## src/rtl/cpu_run_ctrl_pkg.sv

```systemverilog
package cpu_run_ctrl_pkg;

  localparam int OFF_W = 4;

  localparam logic [OFF_W-1:0] OFF_WHO    = 4'd0;
  localparam logic [OFF_W-1:0] OFF_COUNT  = 4'd1;
  localparam logic [OFF_W-1:0] OFF_START  = 4'd2;
  localparam logic [OFF_W-1:0] OFF_HALT   = 4'd3;
  localparam logic [OFF_W-1:0] OFF_RESUME = 4'd4;
  localparam logic [OFF_W-1:0] OFF_BOOTPC = 4'd5;
  localparam logic [OFF_W-1:0] OFF_BOOTSP = 4'd6;

  typedef enum logic [2:0] {
    RD_ZERO,
    RD_WHO,
    RD_COUNT,
    RD_BOOTPC,
    RD_BOOTSP
  } rdSel_e;

  typedef struct packed {
    logic   wrStart;
    logic   wrHalt;
    logic   wrResume;
    logic   wrBootPc;
    logic   wrBootSp;
    rdSel_e rdSel;
  } ctlStrobes_t;

endpackage

```

## src/rtl/cpu_run_ctrl_dec.sv

```systemverilog
module cpu_run_ctrl_dec
  import cpu_run_ctrl_pkg::*;
(
  input  logic             clk,
  input  logic             rstN,
  input  logic             busValid,
  input  logic             busWrite,
  input  logic [OFF_W-1:0] busOffset,
  output ctlStrobes_t      strobes,
  output logic             errFlag
);

  logic known;
  logic doWr;
  logic doRd;

  assign doWr = busValid && busWrite;
  assign doRd = busValid && !busWrite;

  always_comb begin
    strobes = '{wrStart: 1'b0, wrHalt: 1'b0, wrResume: 1'b0,
                wrBootPc: 1'b0, wrBootSp: 1'b0, rdSel: RD_ZERO};
    known = 1'b1;
    unique case (busOffset)
      OFF_WHO:    if (doRd) strobes.rdSel = RD_WHO;
      OFF_COUNT:  if (doRd) strobes.rdSel = RD_COUNT;
      OFF_START:  strobes.wrStart  = doWr;
      OFF_HALT:   strobes.wrHalt   = doWr;
      OFF_RESUME: strobes.wrResume = doWr;
      OFF_BOOTPC: begin
        strobes.wrBootPc = doWr;
        if (doRd) strobes.rdSel = RD_BOOTPC;
      end
      OFF_BOOTSP: begin
        strobes.wrBootSp = doWr;
        if (doRd) strobes.rdSel = RD_BOOTSP;
      end
      default:    known = 1'b0;
    endcase
  end

  always_ff @(posedge clk) begin
    if (!rstN)
      errFlag <= 1'b0;
    else if (busValid && !known)
      errFlag <= 1'b1;
  end

  AST_ERR_STICKY: assert property (@(posedge clk) disable iff (!rstN)
    errFlag |=> errFlag);
  AST_ERR_RAISE: assert property (@(posedge clk) disable iff (!rstN)
    (busValid && busOffset > OFF_BOOTSP) |=> errFlag);
  AST_ONE_CMD: assert property (@(posedge clk) disable iff (!rstN)
    $onehot0({strobes.wrStart, strobes.wrHalt, strobes.wrResume,
              strobes.wrBootPc, strobes.wrBootSp}));

endmodule

```

## src/rtl/cpu_run_ctrl_dp.sv

```systemverilog
module cpu_run_ctrl_dp
  import cpu_run_ctrl_pkg::*;
#(
  parameter int          NUM_CPUS    = 4,
  parameter int          IDX_W       = 2,
  parameter logic [63:0] DEF_BOOT_PC = 64'hFFFF_FFFF_BFC0_0000,
  parameter logic [63:0] DEF_BOOT_SP = 64'hFFFF_FFFF_A000_8000
) (
  input  logic                clk,
  input  logic                rstN,
  input  ctlStrobes_t         strobes,
  input  logic                busLen8,
  input  logic [IDX_W-1:0]    busReqId,
  input  logic [63:0]         busWdata,
  output logic [63:0]         busRdata,
  output logic [NUM_CPUS-1:0] runEn,
  output logic [NUM_CPUS-1:0] loadPulse,
  output logic [63:0]         startPc,
  output logic [63:0]         startSp
);

  localparam logic [63:0] CPU_COUNT = 64'(NUM_CPUS);

  logic [63:0]      effData;
  logic             idxOk;
  logic [IDX_W-1:0] idx;
  logic [63:0]      bootPc;
  logic [63:0]      bootSp;
  logic             anyStart;

  assign effData  = busLen8 ? busWdata : {{32{busWdata[31]}}, busWdata[31:0]};
  assign idxOk    = effData < CPU_COUNT;
  assign idx      = effData[IDX_W-1:0];
  assign anyStart = strobes.wrStart && idxOk;

  always_ff @(posedge clk) begin
    if (!rstN) begin
      bootPc  <= DEF_BOOT_PC;
      bootSp  <= DEF_BOOT_SP;
      startPc <= DEF_BOOT_PC;
      startSp <= DEF_BOOT_SP;
    end else begin
      if (strobes.wrBootPc) bootPc <= effData;
      if (strobes.wrBootSp) bootSp <= effData;
      if (anyStart) begin
        startPc <= bootPc;
        startSp <= bootSp;
      end
    end
  end

  for (genvar i = 0; i < NUM_CPUS; i++) begin : g_cpu
    logic named;
    assign named = idxOk && (32'(idx) == i);

    always_ff @(posedge clk) begin
      if (!rstN) begin
        runEn[i]     <= (i == 0);
        loadPulse[i] <= 1'b0;
      end else begin
        loadPulse[i] <= strobes.wrStart && named;
        if (strobes.wrStart && named)
          runEn[i] <= 1'b1;
        else if (strobes.wrHalt && !named)
          runEn[i] <= 1'b0;
        else if (strobes.wrResume && named)
          runEn[i] <= 1'b1;
      end
    end

    AST_PULSE_RUNS: assert property (@(posedge clk) disable iff (!rstN)
      loadPulse[i] |-> runEn[i]);
  end

  always_comb begin
    unique case (strobes.rdSel)
      RD_WHO:    busRdata = 64'(busReqId);
      RD_COUNT:  busRdata = CPU_COUNT;
      RD_BOOTPC: busRdata = bootPc;
      RD_BOOTSP: busRdata = bootSp;
      default:   busRdata = '0;
    endcase
  end

  AST_PULSE_ONEHOT: assert property (@(posedge clk) disable iff (!rstN)
    $onehot0(loadPulse));
  AST_PULSE_NEEDS_CMD: assert property (@(posedge clk) disable iff (!rstN)
    !strobes.wrStart |=> loadPulse == '0);
  AST_HALT_LEAVES_ONE: assert property (@(posedge clk) disable iff (!rstN)
    strobes.wrHalt |=> $countones(runEn) <= 1);
  AST_RESUME_RANGE: assert property (@(posedge clk) disable iff (!rstN)
    (strobes.wrResume && !idxOk) |=> $stable(runEn));

endmodule

```

## src/rtl/cpu_run_ctrl.sv

```systemverilog
module cpu_run_ctrl
  import cpu_run_ctrl_pkg::*;
#(
  parameter int          NUM_CPUS    = 4,
  parameter logic [63:0] DEF_BOOT_PC = 64'hFFFF_FFFF_BFC0_0000,
  parameter logic [63:0] DEF_BOOT_SP = 64'hFFFF_FFFF_A000_8000,
  localparam int         IDX_W       = (NUM_CPUS > 1) ? $clog2(NUM_CPUS) : 1
) (
  input  logic                clk,
  input  logic                rstN,
  input  logic                busValid,
  input  logic                busWrite,
  input  logic [OFF_W-1:0]    busOffset,
  input  logic                busLen8,
  input  logic [IDX_W-1:0]    busReqId,
  input  logic [63:0]         busWdata,
  output logic [63:0]         busRdata,
  output logic [NUM_CPUS-1:0] runEn,
  output logic [NUM_CPUS-1:0] loadPulse,
  output logic [63:0]         startPc,
  output logic [63:0]         startSp,
  output logic                errFlag
);

  ctlStrobes_t strobes;

  cpu_run_ctrl_dec u_dec (
    .clk       (clk),
    .rstN      (rstN),
    .busValid  (busValid),
    .busWrite  (busWrite),
    .busOffset (busOffset),
    .strobes   (strobes),
    .errFlag   (errFlag)
  );

  cpu_run_ctrl_dp #(
    .NUM_CPUS    (NUM_CPUS),
    .IDX_W       (IDX_W),
    .DEF_BOOT_PC (DEF_BOOT_PC),
    .DEF_BOOT_SP (DEF_BOOT_SP)
  ) u_dp (
    .clk       (clk),
    .rstN      (rstN),
    .strobes   (strobes),
    .busLen8   (busLen8),
    .busReqId  (busReqId),
    .busWdata  (busWdata),
    .busRdata  (busRdata),
    .runEn     (runEn),
    .loadPulse (loadPulse),
    .startPc   (startPc),
    .startSp   (startSp)
  );

endmodule

```

## config.mk

```make
export PLATFORM = sky130hd
export DESIGN_NAME = cpu_run_ctrl
export DESIGN_NICKNAME = d
export VERILOG_FILES = /design/src/rtl/cpu_run_ctrl_pkg.sv /design/src/rtl/cpu_run_ctrl_dec.sv /design/src/rtl/cpu_run_ctrl_dp.sv /design/src/rtl/cpu_run_ctrl.sv
export SDC_FILE = /design/constraint.sdc
export NUM_CORES = 1
export LEC_CHECK = 0
export BUFFER_PORTS_ARGS = -buffer_cell sky130_fd_sc_hd__buf_2
export CAP_MARGIN = 0
export CORE_MARGIN = 4
export CORE_UTILIZATION = 50
export CTS_CLUSTER_SIZE = 10
export DETAILED_ROUTE_END_ITERATION = 6
export GPL_TIMING_DRIVEN = 0
export PLACE_DENSITY = 0.73
export SLEW_MARGIN = 20
export SYNTH_ARGS = -nofsm -noshare
export SYNTH_HDL_FRONTEND = slang
export SYNTH_SLANG_ARGS = --single-unit
```

## constraint.sdc

```tcl
create_clock -name clk -period 3.3 [get_ports clk]
set_input_delay 0 -clock clk [delete_from_list [all_inputs] [get_ports clk]]
set_output_delay 0 -clock clk [all_outputs]
set_load 0.005 [all_outputs]
```

==> results of run 1 <==
==> critical path: cells and delay by family <==
kind,cells,cell delay (ns)
buffers and inverters,4,1.61
AOI/OAI and AO/OA,1,0.36
and+or+nand+nor,3,0.94
==> cell usage after synthesis, drive strengths merged, types with 2 or more instances <==
master / instances / share of area, %
a222oi: 2 / 0.18
nand3: 78 / 3.6
dfxtp: 265 / 48
nor3: 5 / 0.32
nor2: 13 / 0.44
o21ai: 55 / 2.5
o211ai: 77 / 5.3
nor4: 17 / 0.97
a22o: 61 / 4.9
nand4: 132 / 7.5
nand2: 334 / 11
a21oi: 109 / 5.0
inv: 79 / 2.7
nand2b: 3 / 0.17
nor4b: 2 / 0.27
clkbuf: 109 / 3.7
o22ai: 3 / 0.17
buf: 29 / 1.6
==> flip-flops by register name, summed over array words and instances (netlist names) <==
signal and flops:
u_dp.bootPc 64, u_dp.startPc 64, u_dec.errFlag 1, u_dp.startSp 64, u_dp.bootSp 64, u_dp.runEn 4
u_dp.loadPulse 4
==> path summary, 6_finish.rpt <==
check	to	slack, ns	cells past startpoint
worst min register to register	u_dp.runEn[1]	0.46	2
worst min-delay path	u_dp.runEn[2]	0.04	4
worst max register to register	u_dec.errFlag	2.13	3
worst max-delay path	busRdata[15]	0.39	8
==> through the flow <==
stage               setup WS (ns)  hold WS (ns)  total power (W)
floorplan                    1.75         0.123          0.00347
global placement            0.547         0.243          0.00364
detailed placement          0.586         0.250          0.00364
CTS                         0.443        0.0114          0.00662
global route                0.298        0.0965          0.00679
finish                      0.387        0.0413          0.00662
==> metal layers <==
layer	wire [um]	vias up
li1	-	5601
met2	19900	760
met3	4900	149
met5	0	-
met1	16300	5622
met4	2310	0
==> cells by family after synthesis <==
group / synth area share, %
and+or+nand+nor: 25.2
AOI/OAI and AO/OA: 18.3
xor gates and xnor gates: 0.0799
buffers and inverters: 8.09
DFF: 48.4
==> power by group <==
group	leakage [nW]	internal, W	switching [W]
Clock	0.409	0.00171	0.00126
Sequential	2.14	0.00322	0.0000193
Combinational	3.89	0.000151	0.000268
==> timing repair <==
| item | 4_1_cts | 5_1_grt |
|---|---|---|
| setup buffers | 0 | 0 |
| hold buffers | 70 | 0 |
| endpoints found under the hold margin | 137 | 0 |
==> final cells by class <==
class	instances	area, sq um	share of cell area [%]
inverters	80	300	2.11
clock inverters	3	21.3	0.150
flip-flops and latches	265	5310	37.4
repair buffers	340	2050	14.4
well taps	275	344	2.42
multi-input cells	903	4780	33.6
clock buffers	36	815	5.74
plain buffers	138	587	4.13
==> run metrics, run 1 <==
Slew HR=27.6%; TritonCTS buffer count=31; area grow syn2layout=29.5%; post-CTS sizing=0; Critical Path AT=2.91 ns; Crit. End Element=output pin; All-Layer GR Usage=33.8%; Inserted Diodes=0; layout cell share with drive strength beyond 1=19.2%; IO Pins=276; fillers=1958; worst hold path class=input port to register; Synth cell types=36; gr ovfl total=0; Post-Synthesis Cell Area=11000 sq um; CORE AREA=21300 sq um; Routability Congestion=0.953; final design area excluding fillers=14200 sq um; vias in the first global route=11500; Cell Count, Final, Fillers Out=2040; vias per cell=5.95; NumNets Final=1834; YS warnings=0; Die Area=24400 sq um; hold path start=busOffset[1]; Yosys reg bits=265; Initial Utilization=51.5%; row count=53; initial DRC count=1306; Final Hold Viols=0; RSZ-0062 raised after global routing=no; slowest CP cell=clkbuf_1; Die X=156 um; P_leak=6.44 nW; final wirelength=43400 um; Setup CP Type=input port to output pin; GR Layer Usage met3=6.66%; Worst setup SP type=input port; Max IR drop VDD=0.000339 V; setup TNS=0 ns; DRC Markers=0; CP Launch Point=busOffset[3]; register area share after synthesis=48.4%; Avg Cell Area, Syn=7.92 sq um; worst stage delay on the critical path=0.77 ns; H-tree depth=1; Chip Height=156 um; syn_nets=1461; Vias=12100; Detailed Place HPWL=31300 um; Worst EP required=3.30 ns; PwrDens=466 nW/um^2; r2r startpoint=u_dec.errFlag; Routed Antenna Nets=0; CP cell instances=dlygate4sd3_1 > buf_2 > nor2_1 > nand2_1 > nor3_1 > clkbuf_1 > a22o_1 > buf_2; drt first pass iters=5; Max Slew Vio Count=0; Root Buffer=clkbuf_16; Peak Freq=343 MHz; Port Buffer Count=270; placed insts=1931; first-pass GRT wire length=64700 um; Post-synth ARST share=0%; Util after Layout=66.7%; CTS tree=done; maxcap violations=0; CTS sink count=265; busiest layer in global routing=met2; CP dominant cell by count=buf_2; min cycle time layout=2.91 ns; commonest non-fill, non-tap cell in the layout=nand2_1; status=finished clean; Clock Path Buffers=3; wire per inst=21.3 um; Final Skew=0.0211 ns; GRT met1 Usage=43.2%; CTS clk-pin slew, worst paths=0.05 ns; Slew @ Worst Pin=1.09 ns; met2 GRT Util=55.5%; largest net degree at the start of global routing=16; Clk Latency, worst-skew pair=0.56 ns; most frequent cells in the layout=nand2_1 (334), buf_2 (289), dfxtp_1 (265), nand4_1 (132), clkbuf_1 (112); crit share post-route=88.3%; placed standard-cell area=12700 sq um; commonest register cell after synthesis=dfxtp_1; Post-synth EDFFs=0; Synth Instances=1386; initial antenna violation count=0; # setup viols final=0; CP Max Fanout=10
Power figures use the tool's default switching activity.
==> run 2, diff against run 1 <==
--- a/config.mk
+++ b/config.mk
@@ -13,6 +13,7 @@
 export DETAILED_ROUTE_END_ITERATION = 6
 export GPL_TIMING_DRIVEN = 0
 export PLACE_DENSITY = 0.73
+export REMOVE_ABC_BUFFERS = 1
 export SLEW_MARGIN = 20
 export SYNTH_ARGS = -nofsm -noshare
 export SYNTH_HDL_FRONTEND = slang
==> run 2 against run 1 <==
Against the previous run: global-route usage down 4.9 points; critical endpoint is now u_dp.startPc[51]; total power down 1.4%; critical path depth up 4; non-clock buffer count down 79.
==> run metrics, run 2 (synthesis gave the netlist of run 1 again) <==
status=finished clean (unchanged); initial DRC count=952 (was 1306); area grow syn2layout=32.7% (was 29.5%); NumNets Final=1754 (was 1834); CTS tree=done (unchanged); commonest non-fill, non-tap cell in the layout=nand2_1 (unchanged); layout cell share with drive strength beyond 1=22.0% (was 19.2%); IO Pins=276 (unchanged); fillers=1744 (was 1958); Crit. End Element=register (was output pin); Port Buffer Count=275 (was 270); largest net degree at the start of global routing=102 (was 16); most frequent cells in the layout=nand2_1 (334), buf_2 (274), dfxtp_1 (265), nand4_1 (132), a21oi_1 (109) (was nand2_1 (334), buf_2 (289), dfxtp_1 (265), nand4_1 (132), clkbuf_1 (112)); final wirelength=37100 um (was 43400 um); TritonCTS buffer count=30 (was 31); row count=53 (unchanged); Clock Path Buffers=3 (unchanged); Die Area=24400 sq um (unchanged); Worst EP required=3.75 ns (was 3.30 ns); Max Slew Vio Count=0 (unchanged); Detailed Place HPWL=24200 um (was 31300 um); Chip Height=156 um (unchanged); CTS sink count=265 (unchanged); Worst setup SP type=input port (unchanged); maxcap violations=0 (unchanged); crit share post-route=91.6% (was 88.3%); Peak Freq=331 MHz (was 343 MHz); min cycle time layout=3.02 ns (was 2.91 ns); worst hold path class=input port to register (unchanged); gr ovfl total=0 (unchanged); Die X=156 um (unchanged); # setup viols final=0 (unchanged); Slew @ Worst Pin=0.796 ns (was 1.09 ns); All-Layer GR Usage=28.9% (was 33.8%); first-pass GRT wire length=58600 um (was 64700 um); PwrDens=448 nW/um^2 (was 466 nW/um^2); Root Buffer=clkbuf_16 (unchanged); Max IR drop VDD=0.000359 V (was 0.000339 V); vias in the first global route=11300 (was 11500); Inserted Diodes=0 (unchanged); Final Hold Viols=0 (unchanged); CORE AREA=21300 sq um (unchanged); Setup CP Type=input port to register (was input port to output pin); P_leak=6.63 nW (was 6.44 nW); Final Skew=0.00708 ns (was 0.0211 ns); Routability Congestion=0.812 (was 0.953); final design area excluding fillers=14600 sq um (was 14200 sq um); Critical Path AT=3.48 ns (was 2.91 ns); Slew HR=46.9% (was 27.6%); Routed Antenna Nets=0 (unchanged); H-tree depth=1 (unchanged); drt first pass iters=5 (unchanged); DRC Markers=0 (unchanged); Vias=11600 (was 12100); RSZ-0062 raised after global routing=no (unchanged); initial antenna violation count=0 (unchanged); Total Power=0.00653 W (was 0.00662 W); placed standard-cell area=13000 sq um (was 12700 sq um); wire per inst=18.9 um (was 21.3 um); Clk Latency, worst-skew pair=0.54 ns (was 0.56 ns); CTS clk-pin slew, worst paths=0.05 ns (about the same); CP Max Fanout=18 (was 10); vias per cell=5.91 (was 5.95); Initial Utilization=51.5% (unchanged)
## run 2: cell count changes in the layout (fill, tap and decap cells not counted), moves of 2 or more
cell / before / now
buf_1: 3 / 0
buf_12: 0 / 6
buf_16: 0 / 13
buf_2: 289 / 274
buf_4: 2 / 10
buf_6: 5 / 11
buf_8: 0 / 8
clkbuf_1: 112 / 5
clkbuf_8: 2 / 0
dlygate4sd3_1: 70 / 77
nor2_1: 13 / 11
nor2_4: 0 / 2
nor3_4: 0 / 2
## run 2: through the flow
stage | setup WS [ns] | setup TNS [ns] | instances | util, % | hold WS [ns]
floorplan | -6.51 | -835.78 | 1248 | - | 0.0718
global placement | -13.00 | -2165.16 | 1798 | 56.9 | 0.248
detailed placement | -0.00477 | -0.00477 | 1844 | 61.0 | 0.248
CTS | 0.164 | 0 | 1957 | 68.4 | 0.0170
global route | 0.151 | 0 | 1958 | 68.4 | 0.0509
finish | 0.277 | 0 | 1958 | 68.4 | 0.0251
## run 2: layer usage
metal | track usage, % | vias to the layer above | routed length, um
met1 | 37.5 | 5447 | 15100
met3 | 6.41 | 100 | 3470
li1 | - | 5440 | -
met2 | 47.6 | 590 | 17300
met5 | 0 | - | 0
met4 | 10.0 | 0 | 1180
## run 2: area by class of cell
class                           instances  area, sq um  area share [%]
Multi-Input combinational cell        903         4870            33.5
Sequential cell                       265         5310            36.4
Clock buffer                           36          795            5.46
Inverter                               80          305            2.10
Tap cell                              275          344            2.36
Timing Repair Buffer                  399         2940            20.2
## run 2: final timing paths
path | start | end | slack [ns] | cells after the start
worst max-delay path | busWdata[29] | u_dp.startPc[51] | 0.28 | 12
worst min-delay path | busOffset[2] | u_dp.startPc[0] | 0.03 | 4
worst max register to register | u_dp.bootPc[24] | u_dp.bootPc[24] | 2.10 | 3
worst min register to register | u_dp.runEn[3] | u_dp.runEn[3] | 0.47 | 2
## run 2: worst max-delay path, cell delays in order
cell	delay (ns)
dlygate4sd3_1	0.54
buf_2	0.17
nor4_1	0.41
nand4_1	0.43
nor3_4	0.77
buf_8	0.25
buf_16	0.16
buf_8	0.17
buf_8	0.17
buf_8	0.16
nand4_1	0.12
o211ai_1	0.12
## run 2: repair_timing
action | CTS | global route
hold buffers | 77 | 0
buffers inserted | 0 | 1
endpoints found under the hold margin | 175 | 0
gates resized for setup | 0 | 0
endpoints found under the setup margin | 0 | 49
## run 2: power breakdown
group	internal, W	switching [W]
Sequential	0.00322	0.0000140
Combinational	0.000178	0.000250
Clock	0.00165	0.00122
Total	0.00505	0.00148
==> run 3, diff against run 2 <==
--- a/config.mk
+++ b/config.mk
@@ -8,11 +8,11 @@
 export BUFFER_PORTS_ARGS = -buffer_cell sky130_fd_sc_hd__buf_2
 export CAP_MARGIN = 0
 export CORE_MARGIN = 4
-export CORE_UTILIZATION = 50
+export CORE_UTILIZATION = 57
 export CTS_CLUSTER_SIZE = 10
 export DETAILED_ROUTE_END_ITERATION = 6
-export GPL_TIMING_DRIVEN = 0
-export PLACE_DENSITY = 0.73
+export GPL_TIMING_DRIVEN = 1
+export PLACE_DENSITY = 0.82
 export REMOVE_ABC_BUFFERS = 1
 export SLEW_MARGIN = 20
 export SYNTH_ARGS = -nofsm -noshare
==> run 3 against run 2 <==
Against the previous run: clock power about the same; die area decreased by 12%; critical path depth decreased by 4; total power decreased by 0.91%; non-clock buffer count decreased by 33; clock skew increased by 0.0022 ns; worst hold slack improved by 0.0026 ns; sequential share of layout area increased by 1.9 points; critical endpoint is now u_dp.startSp[6].
==> run metrics, run 3 (synthesis gave the netlist of run 1 again) <==
Final Hold Viols=0 (unchanged); Crit. End Element=register (unchanged); Peak Freq=381 MHz (was 331 MHz); CP Max Fanout=131 (was 18); NumNets Final=1721 (was 1754); Worst R2R Setup Slack=2.18 ns (was 2.10 ns); CTS sink count=265 (unchanged); Cells on Worst Hold Path=3 (was 4); worst hold path class=input port to register (unchanged); Util after Layout=73.5% (was 68.4%); P_leak=6.34 nW (was 6.63 nW); CORE AREA=18800 sq um (was 21300 sq um); Inserted Diodes=0 (unchanged); largest net degree at the start of global routing=159 (was 102); status=finished clean (unchanged); Max IR drop VDD=0.000358 V (was 0.000359 V); Initial Utilization=58.3% (was 51.5%); Critical Path AT=3.09 ns (was 3.48 ns); DRC Markers=0 (unchanged); hold path start=rstN (was busOffset[2]); Register-to-Register Path Depth=3 (unchanged); gr ovfl total=0 (unchanged); r2r startpoint=u_dec.errFlag (was u_dp.bootPc[24]); Vias=11800 (was 11600); CTS clk-pin slew, worst paths=0.06 ns (was 0.05 ns); maxcap violations=0 (unchanged); min cycle time layout=2.63 ns (was 3.02 ns); layout cell share with drive strength beyond 1=21.0% (was 22.0%); PnR worst setup slack=0.673 ns (was 0.277 ns); most frequent cells in the layout=nand2_1 (334), buf_2 (274), dfxtp_1 (265), nand4_1 (132), a21oi_1 (109) (unchanged); RSZ-0062 raised after global routing=no (unchanged); Port Buffer Count=275 (unchanged); Detailed Place HPWL=21100 um (was 24200 um); wire per inst=19.3 um (was 18.9 um); Setup CP Type=input port to register (unchanged); WHS Endpoint=u_dp.bootPc[61] (was u_dp.startPc[0]); pre-CTS setup slack=0.792 ns (was -0.00477 ns); row count=50 (was 53); vias in the first global route=11300 (about the same); capture point of the worst reg-to-reg path=u_dec.errFlag (was u_dp.bootPc[24]); IO Pins=276 (unchanged); Die Area=21500 sq um (was 24400 sq um); Clock Path Buffers=3 (unchanged); Worst setup SP type=input port (unchanged); initial DRC count=1328 (was 952); Slew HR=34.0% (was 46.9%); commonest non-fill, non-tap cell in the layout=nand2_1 (unchanged); first-pass GRT wire length=58500 um (was 58600 um); Routability Congestion=0.833 (was 0.812); CTS tree=done (unchanged); # setup viols final=0 (unchanged); H-tree depth=1 (unchanged); Chip Height=147 um (was 156 um); initial antenna violation count=0 (unchanged); Max Slew Vio Count=0 (unchanged); Clk Latency, worst-skew pair=0.54 ns (about the same); area grow syn2layout=26.2% (was 32.7%); final wirelength=36700 um (was 37100 um); Slew @ Worst Pin=0.990 ns (was 0.796 ns); All-Layer GR Usage=32.4% (was 28.9%); drt first pass iters=7 (was 5); Root Buffer=clkbuf_16 (unchanged); Routed Antenna Nets=0 (unchanged); TritonCTS buffer count=30 (unchanged); crit share post-route=79.6% (was 91.6%); setup TNS=0 ns (unchanged); Final Skew=0.00926 ns (was 0.00708 ns); Die X=147 um (was 156 um); PwrDens=467 nW/um^2 (was 448 nW/um^2); Worst EP required=3.76 ns (was 3.75 ns); vias per cell=6.19 (was 5.91); post-CTS sizing=0 (unchanged)
[run 3: area by class of cell]
type	count	area (sq um)
Clock buffer	33	783
Clock inverter	1	5.00
Fill cell	1415	4980
Inverter	80	300
Multi-Input combinational cell	903	4850
Sequential cell	265	5310
Tap cell	260	325
Timing Repair Buffer	366	2280
[run 3: stage by stage]
step                power [W]  hold WS [ns]  area [sq um]  cells
floorplan             0.00343        0.0718         10400   1248
global placement      0.00361         0.242         12400   1807
detailed placement    0.00362         0.253         12400   1807
CTS                   0.00647        0.0232         13800   1908
global route          0.00665        0.0844         13800   1908
finish                0.00647        0.0277         13800   1908
[run 3: routing by layer]
metal	vias to the layer above	part of all wire (%)	GRT usage [%]
met5	-	0	0
met4	0	3.8	13.6
met3	136	11	6.76
met2	830	46	50.7
met1	5476	39	43.7
li1	5361	-	-
[run 3: worst max-delay path, cell delays in order]
cell and delay (ns):
dlygate4sd3_1 0.56, buf_2 0.15, nor4_1 0.62, nand4_1 0.43, nor3_4 0.34, buf_12 0.45, nand4_1 0.20, a21oi_1 0.18
[run 3: power by group]
part	total, W	leakage (nW)	internal [W]	switching (W)
sequential	0.00323	2.14	0.00322	0.0000145
clock	0.00285	0.388	0.00164	0.00121
combinational	0.000392	3.81	0.000146	0.000246
total	0.00647	6.34	0.00500	0.00147
[run 3: repair_timing]
item                                   CTS  global route
hold buffers                            67             0
endpoints found under the hold margin  137             0
setup buffers                            0             0
[run 3: how the worst max path moves through the flow]
| stage | start | end |
|---|---|---|
| detailed placement | busWdata[27] | u_dp.startSp[46] |
| finish | busWdata[29] | u_dp.startSp[6] |
| global placement | busWdata[27] | u_dp.runEn[0] |
| CTS | busWdata[27] | u_dp.runEn[0] |
| floorplan | busWdata[42] | u_dp.startPc[22] |
| global route | busWdata[29] | u_dp.runEn[0] |
